## config.mk

```make
export PLATFORM = sky130hd
export DESIGN_NAME = pc_event_gen
export DESIGN_NICKNAME = d
export VERILOG_FILES = /design/src/rtl/evgen_pkg.sv /design/src/rtl/evgen_cfg.sv /design/src/rtl/evgen_ctrl.sv /design/src/rtl/evgen_datapath.sv /design/src/rtl/pc_event_gen.sv
export SDC_FILE = /design/constraint.sdc
export NUM_CORES = 1
export LEC_CHECK = 0
export BUFFER_PORTS_ARGS = -buffer_cell sky130_fd_sc_hd__buf_2
export CORE_ASPECT_RATIO = 1.75
export CORE_UTILIZATION = 45
export DETAILED_ROUTE_END_ITERATION = 10
export PLACE_DENSITY = 0.68
export SYNTH_ARGS = -nofsm -noshare
export SYNTH_HDL_FRONTEND = slang
export SYNTH_SLANG_ARGS = --single-unit
```

## constraint.sdc

```tcl
create_clock -name clk -period 8 [get_ports clk]
set_input_delay 1.2 -clock clk [delete_from_list [all_inputs] [get_ports clk]]
set_output_delay 1.2 -clock clk [all_outputs]
set_load 0.05 [all_outputs]
```

## src/rtl/evgen_pkg.sv

```systemverilog
package evgen_pkg;
  localparam int WORD_W = 32;
  localparam int TYPE_W = 8;
  localparam int MASK_W = 3;

  typedef enum logic [2:0] {SEL_HDR, SEL_TS, SEL_A, SEL_B, SEL_S} wordSel_t;

  typedef struct packed {
    logic     capture;
    wordSel_t sel;
  } evStrobe_t;
endpackage

```

## src/rtl/evgen_cfg.sv

```systemverilog
module evgen_cfg
  import evgen_pkg::*;
#(
  parameter int NUM_TRIG  = 4,
  parameter int CFG_AW    = 4,
  parameter int REG_IDX_W = 5,
  parameter int OFF_W     = 8
) (
  input  logic                               clk,
  input  logic                               rstN,
  input  logic                               cfgWe,
  input  logic [CFG_AW-1:0]                  cfgAddr,
  input  logic [WORD_W-1:0]                  cfgWdata,
  output logic [NUM_TRIG-1:0][WORD_W-1:0]    trigAddr,
  output logic [NUM_TRIG-1:0]                trigEn,
  output logic [NUM_TRIG-1:0][MASK_W-1:0]    trigMask,
  output logic [NUM_TRIG-1:0][TYPE_W-1:0]    trigType,
  output logic [REG_IDX_W-1:0]               selA,
  output logic [REG_IDX_W-1:0]               selB,
  output logic [OFF_W-1:0]                   stackOff
);
  localparam int GLOBAL_ADDR = 2 * NUM_TRIG;

  for (genvar i = 0; i < NUM_TRIG; i++) begin : g_trig
    always_ff @(posedge clk) begin
      if (!rstN) begin
        trigAddr[i] <= '0;
        trigEn[i]   <= 1'b0;
        trigMask[i] <= '0;
        trigType[i] <= '0;
      end else if (cfgWe) begin
        if (cfgAddr == CFG_AW'(2 * i)) begin
          trigAddr[i] <= cfgWdata;
        end
        if (cfgAddr == CFG_AW'(2 * i + 1)) begin
          trigEn[i]   <= cfgWdata[0];
          trigMask[i] <= cfgWdata[MASK_W:1];
          trigType[i] <= cfgWdata[8 +: TYPE_W];
        end
      end
    end
  end

  always_ff @(posedge clk) begin
    if (!rstN) begin
      selA     <= '0;
      selB     <= '0;
      stackOff <= '0;
    end else if (cfgWe && cfgAddr == CFG_AW'(GLOBAL_ADDR)) begin
      selA     <= cfgWdata[REG_IDX_W-1:0];
      selB     <= cfgWdata[8 +: REG_IDX_W];
      stackOff <= cfgWdata[16 +: OFF_W];
    end
  end
endmodule

```

## src/rtl/evgen_ctrl.sv

```systemverilog
module evgen_ctrl
  import evgen_pkg::*;
#(
  parameter int NUM_TRIG = 4,
  parameter int OVF_W    = 16,
  parameter int IDX_W    = 2
) (
  input  logic                            clk,
  input  logic                            rstN,
  input  logic                            retire,
  input  logic [WORD_W-1:0]               pc,
  input  logic [NUM_TRIG-1:0][WORD_W-1:0] trigAddr,
  input  logic [NUM_TRIG-1:0]             trigEn,
  input  logic [MASK_W-1:0]               capMask,
  input  logic                            outReady,
  output evStrobe_t                       strobe,
  output logic [IDX_W-1:0]                winIdx,
  output logic                            outValid,
  output logic                            outLast,
  output logic [OVF_W-1:0]                ovfCount
);
  logic [NUM_TRIG-1:0] hit;
  logic                anyHit;
  logic                busy;
  wordSel_t            curSel;
  wordSel_t            nxtSel;
  logic                hasNext;
  logic                accept;

  for (genvar i = 0; i < NUM_TRIG; i++) begin : g_cmp
    assign hit[i] = retire && trigEn[i] && (pc == trigAddr[i]);
  end

  always_comb begin
    winIdx = '0;
    anyHit = 1'b0;
    for (int i = NUM_TRIG - 1; i >= 0; i--) begin
      if (hit[i]) begin
        winIdx = IDX_W'(i);
        anyHit = 1'b1;
      end
    end
  end

  always_comb begin
    hasNext = 1'b1;
    nxtSel  = SEL_TS;
    case (curSel)
      SEL_HDR: nxtSel = SEL_TS;
      SEL_TS: begin
        if (capMask[0])      nxtSel = SEL_A;
        else if (capMask[1]) nxtSel = SEL_B;
        else if (capMask[2]) nxtSel = SEL_S;
        else                 hasNext = 1'b0;
      end
      SEL_A: begin
        if (capMask[1])      nxtSel = SEL_B;
        else if (capMask[2]) nxtSel = SEL_S;
        else                 hasNext = 1'b0;
      end
      SEL_B: begin
        if (capMask[2]) nxtSel = SEL_S;
        else            hasNext = 1'b0;
      end
      default: hasNext = 1'b0;
    endcase
  end

  assign accept         = busy && outReady;
  assign strobe.capture = anyHit && !busy;
  assign strobe.sel     = curSel;
  assign outValid       = busy;
  assign outLast        = busy && !hasNext;

  always_ff @(posedge clk) begin
    if (!rstN) begin
      busy   <= 1'b0;
      curSel <= SEL_HDR;
    end else if (strobe.capture) begin
      busy   <= 1'b1;
      curSel <= SEL_HDR;
    end else if (accept) begin
      if (hasNext) curSel <= nxtSel;
      else         busy   <= 1'b0;
    end
  end

  always_ff @(posedge clk) begin
    if (!rstN) begin
      ovfCount <= '0;
    end else if (anyHit && busy && ovfCount != '1) begin
      ovfCount <= ovfCount + 1'b1;
    end
  end

  AST_HOLD_SEL: assert property (@(posedge clk) disable iff (!rstN)
    busy && !outReady |=> busy && curSel == $past(curSel));
  AST_OVF_WHEN_BUSY: assert property (@(posedge clk) disable iff (!rstN)
    (ovfCount != $past(ovfCount)) |-> $past(busy));
  AST_OVF_MONO: assert property (@(posedge clk) disable iff (!rstN)
    ovfCount >= $past(ovfCount));
  AST_START_ON_RETIRE: assert property (@(posedge clk) disable iff (!rstN)
    $rose(busy) |-> $past(retire));
endmodule

```

## src/rtl/evgen_datapath.sv

```systemverilog
module evgen_datapath
  import evgen_pkg::*;
#(
  parameter int NUM_TRIG = 4,
  parameter int OFF_W    = 8,
  parameter int IDX_W    = 2
) (
  input  logic                            clk,
  input  logic                            rstN,
  input  evStrobe_t                       strobe,
  input  logic [IDX_W-1:0]                winIdx,
  input  logic [NUM_TRIG-1:0][MASK_W-1:0] trigMask,
  input  logic [NUM_TRIG-1:0][TYPE_W-1:0] trigType,
  input  logic [OFF_W-1:0]                stackOff,
  input  logic [WORD_W-1:0]               regDataA,
  input  logic [WORD_W-1:0]               regDataB,
  input  logic [WORD_W-1:0]               sp,
  input  logic [WORD_W-1:0]               stackData,
  output logic [WORD_W-1:0]               stackAddr,
  output logic [MASK_W-1:0]               capMask,
  output logic [WORD_W-1:0]               outData
);
  logic [WORD_W-1:0] tsCnt;
  logic [WORD_W-1:0] capTs, capA, capB, capS;
  logic [TYPE_W-1:0] capType;
  logic [IDX_W-1:0]  capIdx;
  logic [7:0]        nWords;

  assign stackAddr = sp + {{(WORD_W - OFF_W - 2){1'b0}}, stackOff, 2'b00};

  always_ff @(posedge clk) begin
    if (!rstN) tsCnt <= '0;
    else       tsCnt <= tsCnt + 1'b1;
  end

  always_ff @(posedge clk) begin
    if (!rstN) begin
      capTs   <= '0;
      capA    <= '0;
      capB    <= '0;
      capS    <= '0;
      capType <= '0;
      capIdx  <= '0;
      capMask <= '0;
    end else if (strobe.capture) begin
      capTs   <= tsCnt;
      capA    <= regDataA;
      capB    <= regDataB;
      capS    <= stackData;
      capType <= trigType[winIdx];
      capIdx  <= winIdx;
      capMask <= trigMask[winIdx];
    end
  end

  assign nWords = 8'd2 + 8'(capMask[0]) + 8'(capMask[1]) + 8'(capMask[2]);

  always_comb begin
    case (strobe.sel)
      SEL_HDR: outData = {capType, 8'(capIdx), nWords, 8'h00};
      SEL_TS:  outData = capTs;
      SEL_A:   outData = capA;
      SEL_B:   outData = capB;
      default: outData = capS;
    endcase
  end
endmodule

```

## src/rtl/pc_event_gen.sv

```systemverilog
module pc_event_gen
  import evgen_pkg::*;
#(
  parameter int NUM_TRIG  = 4,
  parameter int REG_IDX_W = 5,
  parameter int OFF_W     = 8,
  parameter int OVF_W     = 16,
  parameter int CFG_AW    = $clog2(2 * NUM_TRIG + 1)
) (
  input  logic                 clk,
  input  logic                 rstN,
  input  logic                 cfgWe,
  input  logic [CFG_AW-1:0]    cfgAddr,
  input  logic [31:0]          cfgWdata,
  input  logic                 retire,
  input  logic [31:0]          pc,
  output logic [REG_IDX_W-1:0] regSelA,
  output logic [REG_IDX_W-1:0] regSelB,
  input  logic [31:0]          regDataA,
  input  logic [31:0]          regDataB,
  input  logic [31:0]          sp,
  output logic [31:0]          stackAddr,
  input  logic [31:0]          stackData,
  output logic                 outValid,
  input  logic                 outReady,
  output logic [31:0]          outData,
  output logic                 outLast,
  output logic [OVF_W-1:0]     ovfCount
);
  localparam int IDX_W = (NUM_TRIG > 1) ? $clog2(NUM_TRIG) : 1;

  logic [NUM_TRIG-1:0][WORD_W-1:0] trigAddr;
  logic [NUM_TRIG-1:0]             trigEn;
  logic [NUM_TRIG-1:0][MASK_W-1:0] trigMask;
  logic [NUM_TRIG-1:0][TYPE_W-1:0] trigType;
  logic [OFF_W-1:0]                stackOff;
  logic [MASK_W-1:0]               capMask;
  logic [IDX_W-1:0]                winIdx;
  evStrobe_t                       strobe;

  evgen_cfg #(.NUM_TRIG(NUM_TRIG), .CFG_AW(CFG_AW), .REG_IDX_W(REG_IDX_W), .OFF_W(OFF_W)) u_cfg (
    .clk(clk), .rstN(rstN), .cfgWe(cfgWe), .cfgAddr(cfgAddr), .cfgWdata(cfgWdata),
    .trigAddr(trigAddr), .trigEn(trigEn), .trigMask(trigMask), .trigType(trigType),
    .selA(regSelA), .selB(regSelB), .stackOff(stackOff)
  );

  evgen_ctrl #(.NUM_TRIG(NUM_TRIG), .OVF_W(OVF_W), .IDX_W(IDX_W)) u_ctrl (
    .clk(clk), .rstN(rstN), .retire(retire), .pc(pc), .trigAddr(trigAddr), .trigEn(trigEn),
    .capMask(capMask), .outReady(outReady), .strobe(strobe), .winIdx(winIdx),
    .outValid(outValid), .outLast(outLast), .ovfCount(ovfCount)
  );

  evgen_datapath #(.NUM_TRIG(NUM_TRIG), .OFF_W(OFF_W), .IDX_W(IDX_W)) u_dp (
    .clk(clk), .rstN(rstN), .strobe(strobe), .winIdx(winIdx), .trigMask(trigMask),
    .trigType(trigType), .stackOff(stackOff), .regDataA(regDataA), .regDataB(regDataB),
    .sp(sp), .stackData(stackData), .stackAddr(stackAddr), .capMask(capMask), .outData(outData)
  );

  AST_STALL_DATA: assert property (@(posedge clk) disable iff (!rstN)
    outValid && !outReady |=> outValid && $stable(outData) && $stable(outLast));
  AST_LAST_VALID: assert property (@(posedge clk) disable iff (!rstN)
    outLast |-> outValid);
endmodule

```

After elaboration in Yosys (flattened, before gate mapping)
Index checks and enable logic that the tools add are counted.
- output and inout bits: 92
- word-level logic and storage cells: 109
- input port bits: 201
- flip-flop bits (word level): 387
- $add $sub $neg: 6
- reductions and logical operators: 30
- bitwise gates (word level): 1
- muxes and demuxes: 24
- magnitude comparators: 1
- equality and inequality tests: 17
- operators with widths (kind ; number):
    $eq 32x32->1 ; 4
    $pmux 32 s4 ; 1
    $add 32x1->32 const B ; 1
    $add 32x10->32 ; 1
    $reduce_and 2->1 ; 10
    $add 16x1->16 const B ; 1
    $add 8x1->8 ; 2
    $bmux 8 s2 ; 1
    $eq 4x3->1 const B ; 4
    $ne 16x16->1 const B ; 1
    $logic_and 1x1->1 ; 14
    $mux 3 ; 4
    $mux 1 ; 10
    $pmux 3 s3 ; 1
    $eq 4x2->1 const B ; 2
    $mux 2 ; 4
    $mux 8 ; 1
    $bmux 3 s2 ; 1
    $eq 3x2->1 const B ; 2
    $eq 4x1->1 const B ; 1
    $eq 4x4->1 const B ; 1
    $logic_not 4->1 ; 1
    $pmux 1 s4 ; 1
    $add 2x1->3 const A ; 1
    8 further kinds ; 9

Depth between registers and ports, before layout
- depth in word-level cells: 9
- depth in mapped cells: 12
- depth with buffers taken out: 10

Hierarchy
From an unflattened synthesis, not the netlist that was laid out.
- cell total of the unflattened synthesis: 1918
- area, all modules: 18820.6 um2
- by module, submodules not included (module ; area an instance (um2) ; seq. area each (um2) ; cells each ; times used):
    evgen_datapath ; 8862.2 ; 3463.3 ; 863 ; 1
    evgen_cfg ; 7030.5 ; 3883.7 ; 674 ; 1
    evgen_ctrl ; 2927.8 ; 400.4 ; 381 ; 1

Worst setup path after synthesis
OpenSTA, ideal clock, no wires.
- path kind: input port to output port
- start point: in sp[2]
- end point: out stackAddr[24]
- data required time: 6.800 ns
- slack: 2.872 ns
- stages on the path: 11
- data arrival time: 3.928 ns
- buffers on the path: 1
- cells stage by stage: ha_1 -> fa_1 -> a21o_1 -> a21oi_1 -> o21bai_1 -> a21oi_1 -> o21bai_1 -> a21oi_1 -> clkbuf_1 -> nor3_1 -> xnor2_1
- word-level cells in the longest chain between the ends: 1
- RTL lines (what ; line ; source):
    from (decl) ; pc_event_gen.sv:21 ; input logic [31:0] sp,
    $add 32x10->32 ; evgen_datapath.sv:29 ; assign stackAddr = sp + {{(WORD_W - OFF_W - 2){1'b0}}, stackOff, 2'b00};
    to (decl) ; pc_event_gen.sv:22 ; output logic [31:0] stackAddr,
Every way passes these cells.

Worst setup path after layout
Ends and elaborated chain as after synthesis.

==> reports/metrics.cfg <==
[run_status]
status = finished clean

[logic_synthesis]
netlist_area_um2 = 18000
syn_inst = 2269
synthFlopType = dfxtp_1
synth-edff-count = 0
yosys.cell_types.count = 56
avgSynthCellArea_um2 = 7.93
ys_ff_latch = 387
synth-seq-area-share_pct = 43.1
syn-num-nets = 2482
ys_warn_count = 0
async_flop_share_pct = 0

[sta]
post-route-period-util_pct = 65.7
hold_viol = 0
holdWs_ps = 449
setup_violations = 0
rsz0062_at_grt = no
tns_ps = 0
fin_crit_ps = 5250
slew_violations = 0
slew_headroom_pct = 25.7
worst_slew_pin_slew_ps = 1110
fmaxAchievable_mhz = 190
setup_ws_ps = 2750
skew_ps = 29.4

[setup_path]
reg2reg_depth = 8
rrSetupSlack_ps = 4000
end_kind = primary output
r2r-start = u_cfg.trigAddr[88]$_SDFFE_PN0P_
cp-startpoint = sp[2]
crit_path_end = stackAddr[24]
reg2reg_to = u_dp.capB[6]$_SDFFE_PN0P_
crit_arrival_ps = 4050
worstSetupPathType = in -> out
cp-start-kind = primary input
worstPathRequired_ps = 6800
worstPathMaxFanout = 11

[clock_network]
clock_latency_ps = 540
clkTransAtPathRegs_ps = 60
cts.path.max_buffers = 3
cts_root_buf = clkbuf_16
post_cts_buffers = 0
cts.sinks = 387
cts_tree = done
cts_htree_levels = 2
numCtsBuffers = 37
hold_buffers = 0
cts_resized = 0

[route]
drtIter0Drc = 941
final_antenna_net_count = 0
dr.pass1.iters = 8
remaining_drc_errors = 0
via_per_inst = 5.43
vias = 16024
drt_wl_total_mm = 57.1
wl_per_cell_um = 19.3

[flow_run]
max-cap-violations = 0

[min_path]
hold_class = reg -> reg

[floorplanning]
pin_count = 293
fp-row-count = 96
die_area_um2 = 40800
die_x_um = 153
core_um2 = 39300
fp.dieH_um = 267
start_util_pct = 45.8

[final_layout]
final_cell_area_um2 = 20700
stdcell_count = 2949
multiInputGateArea_um2 = 9490
seqCellArea_um2 = 7750
drive_gt1_share_pct = 16.9
syn_to_final_growth_pct = 14.9
nNetsFinal = 2646
n_fill_cell = 3727
final_util_pct = 52.6

[place]
gp_congestion = 0.972
dpl.cell_count = 2884
place_ws_ps = 2740
post_dp_cell_area_um2 = 19500
dp_hpwl_mm = 40.9
io_buffers = 288

[global_routing]
grt_max_degree = 233
grt_pass1_vias = 15814
grt_antenna_before_repair = 7
grtUsageTotal_pct = 27.7
grt_pass1_wl_mm = 87.9
overflow = 0

[pwr]
ir_drop_uv = 187
power_mw = 4.01
p_leak_nw = 7.61
p_per_area_nw_per_um2 = 194

[cell usage after synthesis (all sizes together), types with 2 or more instances]
cell	n	share of area (%)
a211oi	2	0.083
a21o	3	0.13
a21oi	305	8.5
a22oi	19	0.79
a32oi	2	0.097
and2	7	0.26
and3	12	0.42
and4	12	0.58
and4b	2	0.11
buf	31	0.92
clkbuf	146	3.0
dfxtp	387	43
fa	2	0.22
ha	10	0.70
inv	17	0.35
mux2	31	1.9
mux2i	63	3.5
mux4	12	1.5
nand2	680	14
nand2b	40	1.4
nand3	29	0.81
nand3b	4	0.17
nand4	34	1.2
nand4b	2	0.097
nor2	98	2.0
nor3	17	0.47
nor3b	6	0.25
nor4	17	0.63
nor4b	12	0.58
o21ai	46	1.3
o21bai	4	0.17
o221ai	11	0.54
or3	10	0.35
xnor2	115	5.6
xor2	68	3.3
[cells by family after synthesis]
family | count (synthesis) | share of synthesized area (%)
xor gates and xnor gates | 183 | 8.91
buffers and inverters | 194 | 4.33
AOI/OAI and AO/OA | 399 | 12.0
muxes | 106 | 6.95
adders and majority gates | 12 | 0.918
DFF | 387 | 43.1
and+or+nand+nor | 988 | 23.8
[worst min path at each step]
stage | start | endpoint | depth (start not counted)
floorplan | u_dp.capType[2]$_SDFFE_PN0P_ | u_dp.capType[2]$_SDFFE_PN0P_ | 2
global placement | u_dp.capB[2]$_SDFFE_PN0P_ | u_dp.capB[2]$_SDFFE_PN0P_ | 2
detailed placement | u_dp.capB[4]$_SDFFE_PN0P_ | u_dp.capB[4]$_SDFFE_PN0P_ | 2
CTS | u_dp.capB[4]$_SDFFE_PN0P_ | u_dp.capB[4]$_SDFFE_PN0P_ | 2
global route | u_dp.capB[10]$_SDFFE_PN0P_ | u_dp.capB[10]$_SDFFE_PN0P_ | 2
finish | u_dp.capS[8]$_SDFFE_PN0P_ | u_dp.capS[8]$_SDFFE_PN0P_ | 2
[final cells by class]
cell class                      instances  area share, %
Timing Repair Buffer                  302           7.54
Tap cell                              490           2.96
Antenna cell                            4         0.0484
Multi-Input combinational cell       1688           45.9
Clock buffer                           53           5.16
Sequential cell                       387           37.5
Clock inverter                          8          0.545
Inverter                               17          0.345
[power by group]
| group | leakage, nW | internal [mW] | switching (mW) |
|---|---|---|---|
| Combinational | 3.91 | 0.0946 | 0.211 |
| Sequential | 3.12 | 1.94 | 0.00963 |
| Clock | 0.580 | 0.994 | 0.762 |
[per-layer routing]
metal / global-route usage (%) / wire [µm]
met4: 17.3 / 3630
met5: 0 / 40
met2: 52.1 / 30000
met3: 4.06 / 2630
met1: 28.5 / 20800
[placed cells by master (no fill, tap or decap), drive strengths merged, types with 11 or more instances in the layout]
cell type,netlist,routed
nor4,17,17
inv,17,17
a21oi,305,305
nor4b,12,12
mux2i,63,63
mux4,12,12
mux2,31,31
a22oi,19,19
dfxtp,387,387
and4,12,12
o221ai,11,11
o21ai,46,46
clkbuf,146,53
nand2b,40,40
xnor2,115,115
xor2,68,68
nor3,17,17
nand4,34,34
nand3,29,29
nor2,98,98
nand2,680,680
and3,12,12
buf,31,302
[worst max-delay path: stages]
cell and delay [ps]:
buf_2 100, ha_1 220, fa_1 400, a21o_1 190
a21oi_1 220, o21bai_1 90, a21oi_1 230, o21bai_1 100
a21oi_1 680, nor3_1 140, xnor2_1 200, buf_2 290
[registers in the layout (all words and copies together), names as in the netlist]
name,count
u_cfg.trigAddr,128
u_dp.capIdx,2
u_ctrl.ovfCount,16
u_dp.capB,32
u_cfg.trigEn,4
u_cfg.trigMask,12
u_dp.capType,8
u_cfg.selB,5
u_dp.capA,32
u_dp.capS,32
u_ctrl.curSel,3
u_ctrl.outValid,1
u_cfg.trigType,32
u_dp.capTs,32
u_cfg.stackOff,8
u_cfg.selA,5
u_dp.tsCnt,32
u_dp.capMask,3
Note: power is estimated with default switching activity, not from simulation.
